--- src/rtl/tmr_pkg.sv ---
// Package: tmr_pkg
// Shared widths, register addresses and the mode encoding for the dual
// timer/counter. Assumes an 8-bit register port and two channels.
package tmr_pkg;
    localparam int BYTE_W  = 8;
    localparam int ADDR_W  = 3;
    localparam int N_CH    = 2;
    localparam int LO13_W  = 5;   // low-byte bits used by the 13-bit mode
    localparam int MFLD_W  = 3;   // mode field (2) plus source bit (1)

    typedef enum logic [1:0] {
        MODE_13B    = 2'd0,
        MODE_16B    = 2'd1,
        MODE_RELOAD = 2'd2,
        MODE_SPLIT  = 2'd3
    } tmr_mode_e;

    localparam logic [ADDR_W-1:0] A_CTRL = 3'd0;
    localparam logic [ADDR_W-1:0] A_MODE = 3'd1;
    localparam int                A_BYTE0 = 2;  // lo0, hi0, lo1, hi1 follow
endpackage

--- src/rtl/tmr_mc_gen.sv ---
// Module: tmr_mc_gen
// Divides the clock into machine cycles: raises tick for one clock every
// DIV clocks. Assumes DIV >= 2 so that ticks never fall on adjacent clocks.
module tmr_mc_gen #(
    parameter int DIV = 12
)(
    input  logic clk,
    input  logic rst_n,
    output logic tick
);
    localparam int CW = (DIV > 1) ? $clog2(DIV) : 1;
    localparam logic [CW-1:0] LAST = CW'(DIV - 1);
    localparam logic [CW-1:0] ONE  = CW'(1);

    logic [CW-1:0] cnt;

    // Free-running modulo-DIV counter.
    always_ff @(posedge clk) begin
        if (!rst_n)          cnt <= '0;
        else if (cnt == LAST) cnt <= '0;
        else                 cnt <= cnt + ONE;
    end

    assign tick = (cnt == LAST);

    // machine-cycle ticks are isolated single-clock pulses
    assert_tick_spacing_R2: assert property (@(posedge clk) disable iff (!rst_n)
        tick |=> !tick);
endmodule

--- src/rtl/tmr_edge_sample.sv ---
// Module: tmr_edge_sample
// Samples one event pin once per machine cycle and flags a 1-to-0 change
// between consecutive samples. Assumes the pin is already synchronous to clk.
module tmr_edge_sample (
    input  logic clk,
    input  logic rst_n,
    input  logic tick,
    input  logic pin,
    output logic fall
);
    logic samp_q;

    // Hold the pin level seen at the previous machine-cycle tick.
    always_ff @(posedge clk) begin
        if (!rst_n)    samp_q <= 1'b0;
        else if (tick) samp_q <= pin;
    end

    assign fall = tick & samp_q & ~pin;

    // a pin held low for two ticks cannot produce an edge on the second
    assert_low_no_edge_R8: assert property (@(posedge clk) disable iff (!rst_n)
        (tick && !pin) |=> !fall until_with tick);
endmodule

--- src/rtl/tmr_channel.sv ---
// Module: tmr_channel
// One timer/counter channel: a low and a high byte advanced by step_lo (and
// step_hi in split mode) according to the selected mode. Byte writes take
// priority over a step in the same clock. SPLIT_OK=0 makes the split mode
// hold the count, which is how channel 1 behaves in that mode.
module tmr_channel
    import tmr_pkg::*;
#(
    parameter bit SPLIT_OK = 1'b1
)(
    input  logic              clk,
    input  logic              rst_n,
    input  tmr_mode_e         mode,
    input  logic              step_lo,
    input  logic              step_hi,
    input  logic              wr_lo,
    input  logic              wr_hi,
    input  logic [BYTE_W-1:0] wdata,
    output logic [BYTE_W-1:0] lo,
    output logic [BYTE_W-1:0] hi,
    output logic              ovf_main,
    output logic              ovf_hi
);
    localparam int W13 = BYTE_W + LO13_W;
    localparam logic [W13:0]      ONE13 = (W13+1)'(1);
    localparam logic [2*BYTE_W:0] ONE16 = (2*BYTE_W+1)'(1);
    localparam logic [BYTE_W-1:0] ONE8  = BYTE_W'(1);

    logic [W13:0]      sum13;
    logic [2*BYTE_W:0] sum16;
    logic [BYTE_W-1:0] lo_nxt, hi_nxt;

    // Next count value and overflow pulses for the active mode.
    always_comb begin
        sum13    = {1'b0, hi, lo[LO13_W-1:0]} + ONE13;
        sum16    = {1'b0, hi, lo} + ONE16;
        lo_nxt   = lo;
        hi_nxt   = hi;
        ovf_main = 1'b0;
        ovf_hi   = 1'b0;
        case (mode)
            MODE_13B: if (step_lo) begin
                hi_nxt   = sum13[LO13_W +: BYTE_W];
                lo_nxt   = {lo[BYTE_W-1:LO13_W], sum13[LO13_W-1:0]};
                ovf_main = sum13[W13];
            end
            MODE_16B: if (step_lo) begin
                {hi_nxt, lo_nxt} = sum16[2*BYTE_W-1:0];
                ovf_main         = sum16[2*BYTE_W];
            end
            MODE_RELOAD: if (step_lo) begin
                ovf_main = (lo == '1);
                lo_nxt   = ovf_main ? hi : lo + ONE8;
            end
            default: if (SPLIT_OK) begin
                if (step_lo) begin
                    ovf_main = (lo == '1);
                    lo_nxt   = lo + ONE8;
                end
                if (step_hi) begin
                    ovf_hi = (hi == '1);
                    hi_nxt = hi + ONE8;
                end
            end
        endcase
    end

    // Count bytes: a register write replaces the computed next value.
    always_ff @(posedge clk) begin
        if (!rst_n) begin
            lo <= '0;
            hi <= '0;
        end else begin
            lo <= wr_lo ? wdata : lo_nxt;
            hi <= wr_hi ? wdata : hi_nxt;
        end
    end

    // with no step and no write both bytes hold
    assert_hold_R9: assert property (@(posedge clk) disable iff (!rst_n)
        (!step_lo && !step_hi && !wr_lo && !wr_hi) |=> ($stable(lo) && $stable(hi)));

    // an overflowing low byte in reload mode takes the old high byte
    assert_reload_R5: assert property (@(posedge clk) disable iff (!rst_n)
        (mode == MODE_RELOAD && step_lo && lo == '1 && !wr_lo) |=> (lo == $past(hi)));

    // the 13-bit mode never alters the upper low-byte bits
    assert_upper_bits_R3: assert property (@(posedge clk) disable iff (!rst_n)
        (mode == MODE_13B && !wr_lo) |=> (lo[BYTE_W-1:LO13_W] == $past(lo[BYTE_W-1:LO13_W])));

    // a write in the same clock as a step stores the written value
    assert_write_wins_R11: assert property (@(posedge clk) disable iff (!rst_n)
        (wr_lo && step_lo) |=> (lo == $past(wdata)));
endmodule

--- src/rtl/dual_timer_counter.sv ---
// Module: dual_timer_counter (top)
// Two timer/counter channels with a shared register port, sticky overflow
// flags driving interrupt requests, and a channel 1 overflow strobe.
// Assumes ev_pin and flag_clr are synchronous to clk and MC_DIV >= 2.
module dual_timer_counter
    import tmr_pkg::*;
#(
    parameter int MC_DIV = 12
)(
    input  logic              clk,
    input  logic              rst_n,
    input  logic              bus_wr,
    input  logic [ADDR_W-1:0] bus_addr,
    input  logic [BYTE_W-1:0] bus_wdata,
    output logic [BYTE_W-1:0] bus_rdata,
    input  logic [N_CH-1:0]   ev_pin,
    input  logic [N_CH-1:0]   flag_clr,
    output logic [N_CH-1:0]   irq_req,
    output logic              baud_strobe
);
    logic              mc_tick;
    logic [N_CH-1:0]   run, ext, flag, flag_set, fall;
    logic [N_CH-1:0]   step_lo, step_hi, wr_lo, wr_hi, ovf_main, ovf_hi;
    tmr_mode_e         mode [N_CH];
    logic [BYTE_W-1:0] lo_q [N_CH];
    logic [BYTE_W-1:0] hi_q [N_CH];
    logic              split, ctl_wr, mode_wr;
    logic              wdata_unused;

    assign split        = (mode[0] == MODE_SPLIT);
    assign ctl_wr       = bus_wr && (bus_addr == A_CTRL);
    assign mode_wr      = bus_wr && (bus_addr == A_MODE);
    assign wdata_unused = ^{bus_wdata[BYTE_W-1:N_CH*MFLD_W], ovf_hi[1]};

    tmr_mc_gen #(.DIV(MC_DIV)) u_mc (
        .clk   (clk),
        .rst_n (rst_n),
        .tick  (mc_tick)
    );

    // Step enables: channel 1's run bit serves channel 0's high half when split.
    assign step_lo[0] = mc_tick & run[0] & (~ext[0] | fall[0]);
    assign step_hi[0] = mc_tick & run[1];
    assign step_lo[1] = mc_tick & (split | run[1]) & (~ext[1] | fall[1]);
    assign step_hi[1] = 1'b0;

    for (genvar g = 0; g < N_CH; g++) begin : g_ch
        assign wr_lo[g] = bus_wr && (bus_addr == ADDR_W'(A_BYTE0 + 2*g));
        assign wr_hi[g] = bus_wr && (bus_addr == ADDR_W'(A_BYTE0 + 2*g + 1));

        tmr_edge_sample u_smp (
            .clk   (clk),
            .rst_n (rst_n),
            .tick  (mc_tick),
            .pin   (ev_pin[g]),
            .fall  (fall[g])
        );

        tmr_channel #(.SPLIT_OK(g == 0)) u_chan (
            .clk      (clk),
            .rst_n    (rst_n),
            .mode     (mode[g]),
            .step_lo  (step_lo[g]),
            .step_hi  (step_hi[g]),
            .wr_lo    (wr_lo[g]),
            .wr_hi    (wr_hi[g]),
            .wdata    (bus_wdata),
            .lo       (lo_q[g]),
            .hi       (hi_q[g]),
            .ovf_main (ovf_main[g]),
            .ovf_hi   (ovf_hi[g])
        );

        // a set flag survives a clock with no clear of either kind
        assert_flag_sticky_R10: assert property (@(posedge clk) disable iff (!rst_n)
            (flag[g] && !flag_clr[g] && !ctl_wr) |=> flag[g]);
    end

    // Control and mode fields written from the register port.
    always_ff @(posedge clk) begin
        if (!rst_n) begin
            run <= '0;
            ext <= '0;
            for (int i = 0; i < N_CH; i++) mode[i] <= MODE_13B;
        end else begin
            if (ctl_wr) run <= bus_wdata[N_CH-1:0];
            if (mode_wr) begin
                for (int i = 0; i < N_CH; i++) begin
                    mode[i] <= tmr_mode_e'(bus_wdata[i*MFLD_W +: 2]);
                    ext[i]  <= bus_wdata[i*MFLD_W + 2];
                end
            end
        end
    end

    // Flag sources: in split mode flag 1 follows channel 0's high half.
    assign flag_set[0] = ovf_main[0];
    assign flag_set[1] = split ? ovf_hi[0] : ovf_main[1];

    // Sticky flags: overflow sets, otherwise control write or clear pulse.
    always_ff @(posedge clk) begin
        if (!rst_n) flag <= '0;
        else begin
            for (int i = 0; i < N_CH; i++)
                flag[i] <= flag_set[i] |
                           (ctl_wr ? bus_wdata[N_CH+i] : (flag[i] & ~flag_clr[i]));
        end
    end

    // Channel 1 overflow strobe, one clock wide.
    always_ff @(posedge clk) begin
        if (!rst_n) baud_strobe <= 1'b0;
        else        baud_strobe <= ovf_main[1];
    end

    assign irq_req = flag;

    // Read multiplexer.
    always_comb begin
        bus_rdata = '0;
        case (bus_addr)
            A_CTRL: bus_rdata[2*N_CH-1:0] = {flag, run};
            A_MODE: for (int i = 0; i < N_CH; i++)
                        bus_rdata[i*MFLD_W +: MFLD_W] = {ext[i], mode[i]};
            default: for (int i = 0; i < N_CH; i++) begin
                if (bus_addr == ADDR_W'(A_BYTE0 + 2*i))     bus_rdata = lo_q[i];
                if (bus_addr == ADDR_W'(A_BYTE0 + 2*i + 1)) bus_rdata = hi_q[i];
            end
        endcase
    end

    // while split, channel 1 cannot raise flag 1
    assert_split_noflag_R7: assert property (@(posedge clk) disable iff (!rst_n)
        (split && !flag[1] && !ovf_hi[0] && !ctl_wr) |=> !flag[1]);

    // the split high half stops when run bit 1 is clear
    assert_split_hi_run_R6: assert property (@(posedge clk) disable iff (!rst_n)
        (split && !run[1] && !wr_hi[0]) |=> $stable(hi_q[0]));

    // the overflow strobe is a single-clock pulse
    assert_strobe_pulse_R12: assert property (@(posedge clk) disable iff (!rst_n)
        baud_strobe |=> !baud_strobe);
endmodule

--- config.mk ---
export PLATFORM = sky130hd
export DESIGN_NAME = dual_timer_counter
export DESIGN_NICKNAME = d
export VERILOG_FILES = /design/src/rtl/tmr_pkg.sv /design/src/rtl/tmr_mc_gen.sv /design/src/rtl/tmr_edge_sample.sv /design/src/rtl/tmr_channel.sv /design/src/rtl/dual_timer_counter.sv
export SDC_FILE = /design/constraint.sdc
export NUM_CORES = 1
export LEC_CHECK = 0
export BUFFER_PORTS_ARGS = -buffer_cell sky130_fd_sc_hd__buf_2
export CORE_ASPECT_RATIO = 0.9
export CORE_MARGIN = 8
export CORE_UTILIZATION = 50
export DETAILED_ROUTE_END_ITERATION = 8
export GPL_TIMING_DRIVEN = 1
export PLACE_DENSITY = 0.72
export SKIP_LAST_GASP = 1
export SLEW_MARGIN = 10
export SYNTH_ARGS = -nofsm -noshare
export SYNTH_HDL_FRONTEND = slang
export SYNTH_SLANG_ARGS = --single-unit
--- constraint.sdc ---
create_clock -name clk -period 5.57 [get_ports clk]
set_input_delay 0 -clock clk [delete_from_list [all_inputs] [get_ports clk]]
set_output_delay 0 -clock clk [all_outputs]
set_load 0.01 [all_outputs]
==> results.cfg <==
[cts]
numCtsBuffers = 5
clockBufferDepth = 2
insertion_delay_ps = 300
cts_tree = done
path_clk_slew_ps = 100
ctsResizeCount = 0
cts_setup_buffers = 0
htree_levels = 2
cts-root-buf = clkbuf_8
numClockSinks = 49

[layout]
area_growth_pct = 8.49
fill_cells = 700
drive_gt1_share_pct = 12.8
final_cell_count_no_fill = 538
seqCellArea_sq_um = 1020
multi_input_area_sq_um = 2320
insertedDiodeCount = 0
fin_nets = 470

[run]
drv_cap = 0

[yosys]
syn-num-nets = 455
synth_compound_area_share_pct = 27.8
synthCells = 429
synth_top_area_share_pct = 25.8
ys.flop_type = dfxtp_1
ys_top_cells_by_count = dfxtp_1 (45), o21ai_0 (34), nor2_1 (32), a21oi_1 (27), nand2_1 (25)
synth_area_leaders = dfxtp_1 (26%), mux2i_1 (5.4%), o21ai_0 (4.9%), a21oi_1 (3.9%), edfxtp_1 (3.4%)
async_reset_ff_share_pct = 0
synth_top_family_by_area = compound AO/OA/AOI/OAI gates
synth-xor-area-share_pct = 2.51
synth-edff-count = 4
syn_area_sq_um = 3490
ys_seq_area_share_pct = 29.2
yosysWarnings = 0
synth_area_leader_cell = dfxtp_1
yosysMostFrequentCell = dfxtp_1
avgSynthCellArea_sq_um = 8.14
muxShareOfSynthArea_pct = 8.99
synth-simple-area-share_pct = 24.1
synthAdderAreaFrac_pct = 2.87
ys_ff_latch = 49
yosys.cell_types.count = 68

[placed_design]
placedCellCount = 528
dp_hpwl_microns = 8130
place_worst_setup_slack_ps = 3020
routabilityCongestion = 0.995
port_buffers = 28

[min_path]
min_to = g_ch[0].u_chan.lo[6]
hp-start = bus_wdata[6]
min_path_cells = 3
hp-class = input pin to flip-flop

[power_and_ir_drop]
power_frac_comb_pct = 15.1
switching_share_pct = 29.2
seqPwrFrac_pct = 50.8
leakage_uw = 0.00126
ir_drop_v = 0.000144
switching_power_uw = 226
p_per_area_nw_per_um2 = 204
p_int_uw = 548
clkPwrFrac_pct = 34.1

[routing]
wl_per_cell_microns = 20.4
drc = 0
viasPerCell = 6.71
via_count = 3611
ant_nets = 0
drt_iter0_markers = 342
drt-total-wl_microns = 11000
drt-pass1-iter-count = 5

[floorplan]
coreArea_sq_um = 6890
die-area_sq_um = 9920
die_y_microns = 95.3
rows = 29
io_pins = 29
initial_core_util_pct = 50.7
die_w_microns = 104

[timing]
slew_headroom_pct = 27.0
clock_skew_ps = 7.54
finalCriticalPeriod_ps = 2640
setup-tns-final_ps = 0
setup_viol = 0
fin_crit_sh_pct = 47.4
slew_violations = 0
hold_viol_final = 0
tightest_slew_ps = 1090
fmax_ghz = 0.378
rsz0062_at_grt = false
setup_ws_ps = 2930

[critical_path]
crit_required_ps = 5800
critPathKind = flip-flop to flip-flop
cp.arrival_ps = 2870
crit_path_top_delay_cell = a211oi_2
r2r_end = g_ch[0].u_chan.lo[7]
r2r_slack_ps = 2930
end_kind = flip-flop
start_kind = flip-flop
worstPathMaxFanout = 13
cp_cell_sequence = ha_1, nand3b_1, a211oi_2, o21ai_1, or3_1, o211ai_1
cp_slowest_stage_delay_ps = 730
r2r_cells = 6
r2r-start = u_mc.cnt[0]

[status]
status = finished clean

[global_routing]
grt_pass1_wl_microns = 17900
grtUsageTotal_pct = 22.2
grt_overflow = 0
antenna_found_initial = 0
grt_start_max_net_pins = 46
grt_pass1_vias = 3420
critical path, delay by kind of cell, from the launching register on:
| kind | cells | cell delay [ps] |
|---|---|---|
| AOI/OAI and AO/OA | 3 | 1050 |
| DFF | 1 | 370 |
| and+or+nand+nor | 2 | 920 |
| adders and majority gates | 1 | 230 |
flip-flops by register name, summed over array words and instances, names as in the netlist:
signal,cells
g_ch.u_chan.hi,16
g_ch.u_chan.lo,16
mode,4
u_mc.cnt,4
ext,2
g_ch.u_smp.samp_q,2
irq_req,2
run,2
baud_strobe,1
layout make-up:
type	count	share of cell area, %
Inverter	15	1.49
Tap cell	93	3.07
Sequential cell	49	26.9
Multi-Input combinational cell	342	61.1
Timing Repair Buffer	31	4.42
Clock inverter	3	1.16
Clock buffer	5	1.82
worst max-delay path by stage:
stage                           endpoint         from  slack [ps]  cells after the start
global placement    g_ch[0].u_chan.lo[7]  u_mc.cnt[0]        3140                      6
CTS                 g_ch[0].u_chan.lo[7]  u_mc.cnt[0]        2990                      6
finish              g_ch[0].u_chan.lo[7]  u_mc.cnt[0]        2930                      6
global route        g_ch[0].u_chan.lo[7]  u_mc.cnt[0]        2780                      6
detailed placement  g_ch[0].u_chan.lo[7]  u_mc.cnt[0]        3020                      6
floorplan           g_ch[0].u_chan.lo[6]  u_mc.cnt[0]        3730                      7
per-layer routing:
layer / vias up / global-route usage, % / share of wire (%)
met2: 175 / 34.3 / 44
met4: 0 / 6.62 / 1.6
met5: - / 0 / 0
li1: 1682 / - / -
met3: 18 / 4.46 / 9.0
met1: 1736 / 30.7 / 46
kinds of logic after synthesis:
group / after synthesis
XOR/XNOR: 10
multiplexers: 26
AND/OR/NAND/NOR: 152
flip-flops: 49
AO/OA/AOI/OAI: 146
buffers and inverters: 38
adder cells (fa/ha/maj): 8
power by group through the flow:
stage	Clock, uW	Combinational [uW]	Sequential [uW]
2_1_floorplan	0	83.6	388
3_3_place_gp	0	111	400
3_5_place_dp	0	113	400
4_1_cts	268	115	392
5_1_grt	281	128	395
6_report	264	117	393
metrics by stage:
step / utilization (%) / total power [uW] / hold WS (ps) / cell area (sq um)
6_report: 55.0 / 774 / 17.5 / 3790
5_1_grt: 55.0 / 804 / 28.2 / 3790
4_1_cts: 55.0 / 775 / 10.3 / 3790
3_5_place_dp: 53.0 / 513 / 255 / 3660
3_3_place_gp: 53.0 / 510 / 250 / 3660
2_1_floorplan: - / 472 / 132 / 3490
cell usage in the layout, fill, tap and decap left out, types with 5 or more instances in the layout:
cell type and count:
dfxtp_1 45, o21ai_0 34, nor2_1 32, buf_2 28, a21oi_1 27, nand2_1 25
mux2i_1 19, nand3_1 18, inv_1 14, nor3_1 14, a31oi_1 13, o31ai_1 12
a211oi_1 11, and3_1 11, o22ai_1 9, ha_1 8, nand2b_1 7, xor2_1 6
or3_1 5, clkbuf_8 5
timing repair:
item / 4_1_cts / 5_1_grt
endpoints found under the setup margin: 0 / 0
endpoints found under the hold margin: 2 / 0
hold buffers: 2 / 0
Power figures use the tool's default switching activity.
